==> config.mk <==
export PLATFORM = sky130hd
export DESIGN_NAME = irq_deliver_unit
export DESIGN_NICKNAME = d
export VERILOG_FILES = /design/src/rtl/irq_pkg.sv /design/src/rtl/irq_src_bank.sv /design/src/rtl/irq_prio_pick.sv /design/src/rtl/irq_deliver_unit.sv
export SDC_FILE = /design/constraint.sdc
export NUM_CORES = 1
export LEC_CHECK = 0
export BUFFER_PORTS_ARGS = -buffer_cell sky130_fd_sc_hd__buf_4
export CORE_ASPECT_RATIO = 0.75
export CORE_MARGIN = 2
export CORE_UTILIZATION = 55
export CTS_CLUSTER_DIAMETER = 60
export DETAILED_ROUTE_END_ITERATION = 10
export GPL_TIMING_DRIVEN = 0
export HOLD_SLACK_MARGIN = 0.06
export PLACE_DENSITY = 0.82
export SLEW_MARGIN = 20
export SYNTH_ARGS = -nofsm -noshare
export SYNTH_HDL_FRONTEND = slang
export SYNTH_SLANG_ARGS = --single-unit
==> constraint.sdc <==
create_clock -name clk -period 4.31 [get_ports clk]
set_clock_uncertainty 0.2 [all_clocks]
set_input_delay 0.6465 -clock clk [delete_from_list [all_inputs] [get_ports clk]]
set_output_delay 0.6465 -clock clk [all_outputs]
set_load 0.01 [all_outputs]
==> src/rtl/irq_pkg.sv <==
// Package irq_pkg: shared constants and the fixed trap-code lookup for the
// interrupt delivery unit. Assumes source numbering follows priority order.
package irq_pkg;
    localparam int IRQ_SRC_N = 31;
    localparam int IRQ_TT_W  = 9;

    // Returns the trap code that the thread receives for a delivered source.
    function automatic logic [IRQ_TT_W-1:0] irq_tt_code(input int s);
        logic [IRQ_TT_W-1:0] c;
        if (s >= 11 && s <= 25) begin
            c = IRQ_TT_W'(9'h040 + 9'(26 - s));
        end else begin
            case (s)
                0:       c = 9'h05F;
                1:       c = 9'h063;
                2:       c = 9'h05D;
                3:       c = 9'h05E;
                4:       c = 9'h060;
                5:       c = 9'h03D;
                6:       c = 9'h03C;
                7:       c = 9'h07A;
                8:       c = 9'h07C;
                9:       c = 9'h07B;
                10:      c = 9'h07D;
                26:      c = 9'h040;
                27:      c = 9'h032;
                28:      c = 9'h064;
                29:      c = 9'h078;
                default: c = 9'h07F;
            endcase
        end
        return c;
    endfunction
endpackage

==> src/rtl/irq_src_bank.sv <==
// Module irq_src_bank: per-source pending, delivered, manual and edge bits.
// Assumes each input vector carries at most one bit per request kind and that
// dlv_vec is one-hot or zero. Set wins over clear for pending; retract wins
// over delivery for the delivered bit.
module irq_src_bank #(
    parameter int NUM_SRC = 31
) (
    input  logic               clk,
    input  logic               rst_n,
    input  logic [NUM_SRC-1:0] set_vec,
    input  logic [NUM_SRC-1:0] rtr_vec,
    input  logic [NUM_SRC-1:0] dlv_vec,
    input  logic [NUM_SRC-1:0] man_wr_vec,
    input  logic [NUM_SRC-1:0] edg_wr_vec,
    output logic [NUM_SRC-1:0] pend_q,
    output logic [NUM_SRC-1:0] dlvd_q,
    output logic [NUM_SRC-1:0] man_q,
    output logic [NUM_SRC-1:0] edg_q
);
    for (genvar i = 0; i < NUM_SRC; i++) begin : g_src
        // Pending bit: set by raise/mark, cleared by retract or auto delivery.
        always_ff @(posedge clk) begin
            if (!rst_n) pend_q[i] <= 1'b0;
            else        pend_q[i] <= set_vec[i] |
                                     (pend_q[i] & ~rtr_vec[i] & ~(dlv_vec[i] & ~man_q[i]));
        end

        // Delivered bit: set on delivery, cleared by retract.
        always_ff @(posedge clk) begin
            if (!rst_n) dlvd_q[i] <= 1'b0;
            else        dlvd_q[i] <= (dlvd_q[i] | dlv_vec[i]) & ~rtr_vec[i];
        end

        // Configuration bits: manual is sticky, edge only on a manual source.
        always_ff @(posedge clk) begin
            if (!rst_n) begin
                man_q[i] <= 1'b0;
                edg_q[i] <= 1'b0;
            end else begin
                if (man_wr_vec[i])             man_q[i] <= 1'b1;
                if (edg_wr_vec[i] && man_q[i]) edg_q[i] <= 1'b1;
            end
        end
    end
endmodule

==> src/rtl/irq_prio_pick.sv <==
// Module irq_prio_pick: fixed-priority picker, lowest set index wins.
// Assumes index 0 is the most urgent request.
module irq_prio_pick #(
    parameter int NUM_SRC = 31,
    parameter int IDX_W   = 5
) (
    input  logic [NUM_SRC-1:0] req,
    output logic               found,
    output logic [IDX_W-1:0]   idx
);
    // Scan from the top down so that the lowest index is assigned last.
    always_comb begin
        found = 1'b0;
        idx   = '0;
        for (int i = NUM_SRC - 1; i >= 0; i--) begin
            if (req[i]) begin
                found = 1'b1;
                idx   = IDX_W'(i);
            end
        end
    end
endmodule

==> src/rtl/irq_deliver_unit.sv <==
// Module irq_deliver_unit: tracks interrupt sources for one thread and delivers
// the most urgent eligible one when an armed check meets a ready, unheld thread.
// Assumes one raise/mark index, one retract and one configuration per cycle.
module irq_deliver_unit #(
    parameter int NUM_SRC = irq_pkg::IRQ_SRC_N,
    parameter int IDX_W   = $clog2(NUM_SRC),
    parameter int TT_W    = irq_pkg::IRQ_TT_W
) (
    input  logic             clk,
    input  logic             rst_n,
    input  logic             raise_i,
    input  logic             mark_i,
    input  logic [IDX_W-1:0] src_idx_i,
    input  logic             retract_i,
    input  logic [IDX_W-1:0] retract_idx_i,
    input  logic             cfg_wr_i,
    input  logic             cfg_kind_i,
    input  logic [IDX_W-1:0] cfg_idx_i,
    output logic             cfg_err_o,
    input  logic             hold_i,
    input  logic             ready_i,
    output logic             dlv_valid_o,
    output logic [IDX_W-1:0] dlv_idx_o,
    output logic [TT_W-1:0]  dlv_tt_o,
    output logic             any_pending_o,
    input  logic [IDX_W-1:0] query_idx_i,
    output logic             query_pending_o
);
    localparam logic [IDX_W:0] SRC_LIM = (IDX_W+1)'(NUM_SRC);

    logic               src_ok, rtr_ok, cfg_ok, qry_ok;
    logic [NUM_SRC-1:0] set_vec, rtr_vec, dlv_vec, man_wr_vec, edg_wr_vec;
    logic [NUM_SRC-1:0] pend_q, dlvd_q, man_q, edg_q, elig_vec;
    logic               chk_q, fire, pick_found, cfg_refuse;
    logic [IDX_W-1:0]   pick_idx;

    // Range checks on every incoming index.
    always_comb begin
        src_ok = {1'b0, src_idx_i}     < SRC_LIM;
        rtr_ok = {1'b0, retract_idx_i} < SRC_LIM;
        cfg_ok = {1'b0, cfg_idx_i}     < SRC_LIM;
        qry_ok = {1'b0, query_idx_i}   < SRC_LIM;
    end

    // Decode request indices into per-source strobes.
    always_comb begin
        for (int i = 0; i < NUM_SRC; i++) begin
            set_vec[i]    = (raise_i | mark_i) & src_ok & (src_idx_i == IDX_W'(i));
            rtr_vec[i]    = retract_i & rtr_ok & (retract_idx_i == IDX_W'(i));
            man_wr_vec[i] = cfg_wr_i & ~cfg_kind_i & cfg_ok & (cfg_idx_i == IDX_W'(i));
            edg_wr_vec[i] = cfg_wr_i &  cfg_kind_i & cfg_ok & (cfg_idx_i == IDX_W'(i));
        end
    end

    irq_src_bank #(.NUM_SRC(NUM_SRC)) u_bank (
        .clk        (clk),
        .rst_n      (rst_n),
        .set_vec    (set_vec),
        .rtr_vec    (rtr_vec),
        .dlv_vec    (dlv_vec),
        .man_wr_vec (man_wr_vec),
        .edg_wr_vec (edg_wr_vec),
        .pend_q     (pend_q),
        .dlvd_q     (dlvd_q),
        .man_q      (man_q),
        .edg_q      (edg_q)
    );

    // Eligibility: pending and not an already-delivered edge source.
    assign elig_vec = pend_q & ~(edg_q & dlvd_q);

    irq_prio_pick #(.NUM_SRC(NUM_SRC), .IDX_W(IDX_W)) u_pick (
        .req   (elig_vec),
        .found (pick_found),
        .idx   (pick_idx)
    );

    // A check runs when armed, the thread is ready and delivery is not held.
    assign fire = chk_q & ready_i & ~hold_i;

    // One-hot delivery vector for the bank.
    always_comb begin
        for (int i = 0; i < NUM_SRC; i++)
            dlv_vec[i] = fire & pick_found & (pick_idx == IDX_W'(i));
    end

    // Check arming: a raise arms, a run consumes.
    always_ff @(posedge clk) begin
        if (!rst_n) chk_q <= 1'b0;
        else        chk_q <= (raise_i & src_ok) | (chk_q & ~fire);
    end

    // Delivery outputs: strobe each cycle, index and code held between deliveries.
    always_ff @(posedge clk) begin
        if (!rst_n) begin
            dlv_valid_o <= 1'b0;
            dlv_idx_o   <= '0;
            dlv_tt_o    <= '0;
        end else begin
            dlv_valid_o <= fire & pick_found;
            if (fire && pick_found) begin
                dlv_idx_o <= pick_idx;
                dlv_tt_o  <= irq_pkg::irq_tt_code(int'(pick_idx));
            end
        end
    end

    // Refused edge configuration on an auto-retract source.
    assign cfg_refuse = cfg_wr_i & cfg_kind_i & cfg_ok & ~(|(man_q & edg_wr_vec));

    // Configuration error pulse.
    always_ff @(posedge clk) begin
        if (!rst_n) cfg_err_o <= 1'b0;
        else        cfg_err_o <= cfg_refuse;
    end

    // Status views of the pending bits.
    assign any_pending_o   = |pend_q;
    assign query_pending_o = qry_ok & |(pend_q & (NUM_SRC'(1) << query_idx_i));
endmodule

==> results.sh <==
export IMPL_crit_end="dlv_tt_o[0]"
export IMPL_slew_viol_final=0
export IMPL_drt_iter0_drc=1217
export IMPL_cts_path_max_buffers=2
export IMPL_ys_warn_count=0
export IMPL_synth_area_um2=7140
export IMPL_yosysUniqueCellTypes=78
export IMPL_crit_required_ps=4430
export IMPL_fin_cells=1132
export IMPL_p_leak_nw=3.26
export IMPL_power_density_nw_per_um2=413
export IMPL_period_needed_ps=4200
export IMPL_vias=7584
export IMPL_cp_data_arrival_time_ps=4320
export IMPL_rsz0062_at_grt="no"
export IMPL_stdcell_area_um2=8250
export IMPL_cts_buffers=17
export IMPL_postCtsSetupBuffers=0
export IMPL_run_status="complete, no violations"
export IMPL_slew_headroom_pct=28.9
export IMPL_grt_usage_pct=38.1
export IMPL_design_core_area_um2=12800
export IMPL_placedInstanceArea_um2=7650
export IMPL_synth_simple_area_share_pct=26.9
export IMPL_antenna_left=0
export IMPL_antenna_found_initial=0
export IMPL_synthXorXnorAreaFrac_pct=0.123
export IMPL_startpoint="u_bank.pend_q[30]"
export IMPL_drc_errors=0
export IMPL_async_reset_ff_share_pct=0
export IMPL_cp_max_fo=12
export IMPL_synth_mux_area_share_pct=1.80
export IMPL_drtPass1Iterations=8
export IMPL_dp_cells=1101
export IMPL_syn2layout_area_growth_pct=15.5
export IMPL_io_buffers=37
export IMPL_synthCells=892
export IMPL_ys_flop_type="dfxtp_1"
export IMPL_cts_tree="built"
export IMPL_htree_levels=4
export IMPL_synth_edf_count=0
export IMPL_clock_sinks=139
export IMPL_clk_pin_slew_worst_paths_ps=60
export IMPL_row_count=36
export IMPL_synth_adder_area_share_pct=1.23
export IMPL_max_freq_ghz=0.238
export IMPL_min_path_type="reg2reg"
export IMPL_ys_seq_area_share_pct=38.9
export IMPL_finalNetCount=984
export IMPL_reg2reg_to="dlv_tt_o[0]"
export IMPL_hold_slack_ps=257
export IMPL_grt_pass1_vias=6659
export IMPL_drt_wl_total_mm=26.4
export IMPL_layout_drive_gt1_share_pct=12.3
export IMPL_fin_crit_sh_pct=97.3
export IMPL_io_pins=47
export IMPL_final_setup_tns_ps=0
export IMPL_grt_overflow_total=0
export IMPL_hold_viol=0
export IMPL_start_util_pct=55.7
export IMPL_vias_per_cell=6.70
export IMPL_antenna_diode_count=0
export IMPL_grt_max_degree=17
export IMPL_grt_pass1_wl_mm=38.9
export IMPL_dp_hpwl_mm=20.1
export IMPL_post_cts_resized=0
export IMPL_r2r_start="u_bank.pend_q[30]"
export IMPL_cts_root_buf="clkbuf_16"
export IMPL_synth_top_family_by_area="compound AO/OA/AOI/OAI gates"
export IMPL_worst_pin_slew_ps=1060
export IMPL_place_congestion=1.12
export IMPL_cp_start_kind="register"
export IMPL_path_class="reg2reg"
export IMPL_clkLatencyLatePin_ps=430
export IMPL_ir_worst_vdd_mv=0.290
export IMPL_endpoint_kind="register"
export IMPL_rrSetupSlack_ps=110
export IMPL_ys_seq_elements=139
export IMPL_synth_avg_cell_area_um2=8.01
export IMPL_worstRegToRegCells=13
export IMPL_synth_compound_area_share_pct=27.5
export IMPL_die_area_um2=13900
export IMPL_fillers=1119
export IMPL_wl_per_cell_um=23.3
export IMPL_holdBufCountCts=0
export IMPL_maxCapViolCount=0
export IMPL_setup_violations=0
export IMPL_die_x_um=136
export IMPL_die_h_um=103
## per-layer routing
layer,vias up,global-route usage [%],wire (um)
li1,3372,-,-
met4,2,16.7,1080
met2,572,51.7,10300
met5,-,2.43,41
met1,3540,54.0,10900
met3,98,13.5,4020
## synthesized netlist by cell type, types with 9 or more instances
| library cell | number | share of area (%) |
|---|---|---|
| clkbuf_1 | 33 | 1.7 |
| a21oi_1 | 81 | 5.7 |
| nor2_1 | 172 | 9.0 |
| a22oi_1 | 9 | 0.95 |
| nand3_1 | 23 | 1.6 |
| o311ai_0 | 23 | 2.8 |
| o211a_1 | 23 | 3.2 |
| nand2b_1 | 9 | 0.79 |
| a31oi_1 | 24 | 2.1 |
| nor3_1 | 18 | 1.3 |
| nor4_1 | 14 | 1.2 |
| nor2b_1 | 11 | 0.96 |
| o21ai_0 | 24 | 1.7 |
| nand2_1 | 100 | 5.3 |
| nand4_1 | 14 | 1.2 |
| inv_1 | 9 | 0.47 |
| a21boi_1 | 19 | 2.0 |
| dfxtp_1 | 139 | 39 |
## where the power goes
part           total, W  internal, W  switching (W)
sequential      0.00131      0.00130      0.0000128
clock           0.00152     0.000874       0.000646
combinational  0.000574     0.000185       0.000389
## flip-flops by register name (all words and copies together), names as in the netlist, 5 cells and up
signal and count:
dlv_idx_o 5, u_bank.dlvd_q 31, dlv_tt_o 7, u_bank.man_q 31
u_bank.edg_q 31, u_bank.pend_q 31
## per-stage QoR
| step | utilization, % | total power, W | setup slack, ps |
|---|---|---|---|
| finish | 64.3 | 0.00341 | 115 |
| global route | 64.3 | 0.00348 | 1.31 |
| CTS | 64.3 | 0.00336 | 114 |
| detailed placement | 59.6 | 0.00187 | 147 |
| global placement | 59.5 | 0.00187 | 152 |
| floorplan | - | 0.00169 | 1070 |
## kinds of logic (layout without fill, tap and decap cells)
family	count (synthesis)	count (layout)
adder cells (fa/ha/maj)	7	7
buffers and inverters	56	124
other	1	2
AO/OA/AOI/OAI	269	269
flip-flops	139	139
multiplexers	10	10
XOR/XNOR	1	1
AND/OR/NAND/NOR	409	409
## layout by cell type, fill, tap and decap left out, types with 6 or more instances in the layout
cell and n:
nor2_1 172, dfxtp_1 139, nand2_1 100, a21oi_1 81
buf_4 40, clkbuf_1 32, o21ai_0 24, a31oi_1 24
o311ai_0 23, nand3_1 23, o211a_1 23, a21boi_1 19
nor3_1 18, clkbuf_16 17, nand4_1 14, nor4_1 13
nor2b_1 11, inv_1 9, a22oi_1 9, nand2b_1 9
a21boi_0 7, and2_1 7, nand3b_1 6, nor3b_1 6
ha_1 6
## area by class of cell
type                            count  area, um2  area share [%]
Inverter                           10       40.0           0.485
Timing Repair Buffer               37        278            3.37
Buffer                             45        205            2.49
Clock buffer                       17        425            5.16
Multi-Input combinational cell    698       4130            50.0
Sequential cell                   139       2780            33.7
Clock inverter                     15        180            2.18
Tap cell                          171        214            2.59
## worst min-delay path by stage
| stage | startpoint | cells past startpoint | slack, ps | endpoint |
|---|---|---|---|---|
| after global routing | dlv_idx_o[3] | 2 | 290 | dlv_idx_o[3] |
| after detailed placement | dlv_idx_o[1] | 2 | 250 | dlv_idx_o[1] |
| after global placement | dlv_idx_o[1] | 2 | 240 | dlv_idx_o[1] |
| after floorplan | u_bank.edg_q[3] | 2 | 230 | u_bank.edg_q[3] |
| final | dlv_idx_o[1] | 2 | 260 | dlv_idx_o[1] |
| after CTS | dlv_idx_o[1] | 2 | 260 | dlv_idx_o[1] |
## worst max-delay path: stages, from the launching register on
cell and delay [ps]:
dfxtp_1 420, a21boi_0 400, or3b_2 500, nand4b_1 140, a31oi_1 170, o22ai_1 330, buf_2 330, inv_1 150
ha_1 260, a211o_1 290, a211oi_2 230, buf_6 190, nor3_1 100, a2111oi_4 370
No activity file was read; power rests on OpenSTA's default activity.
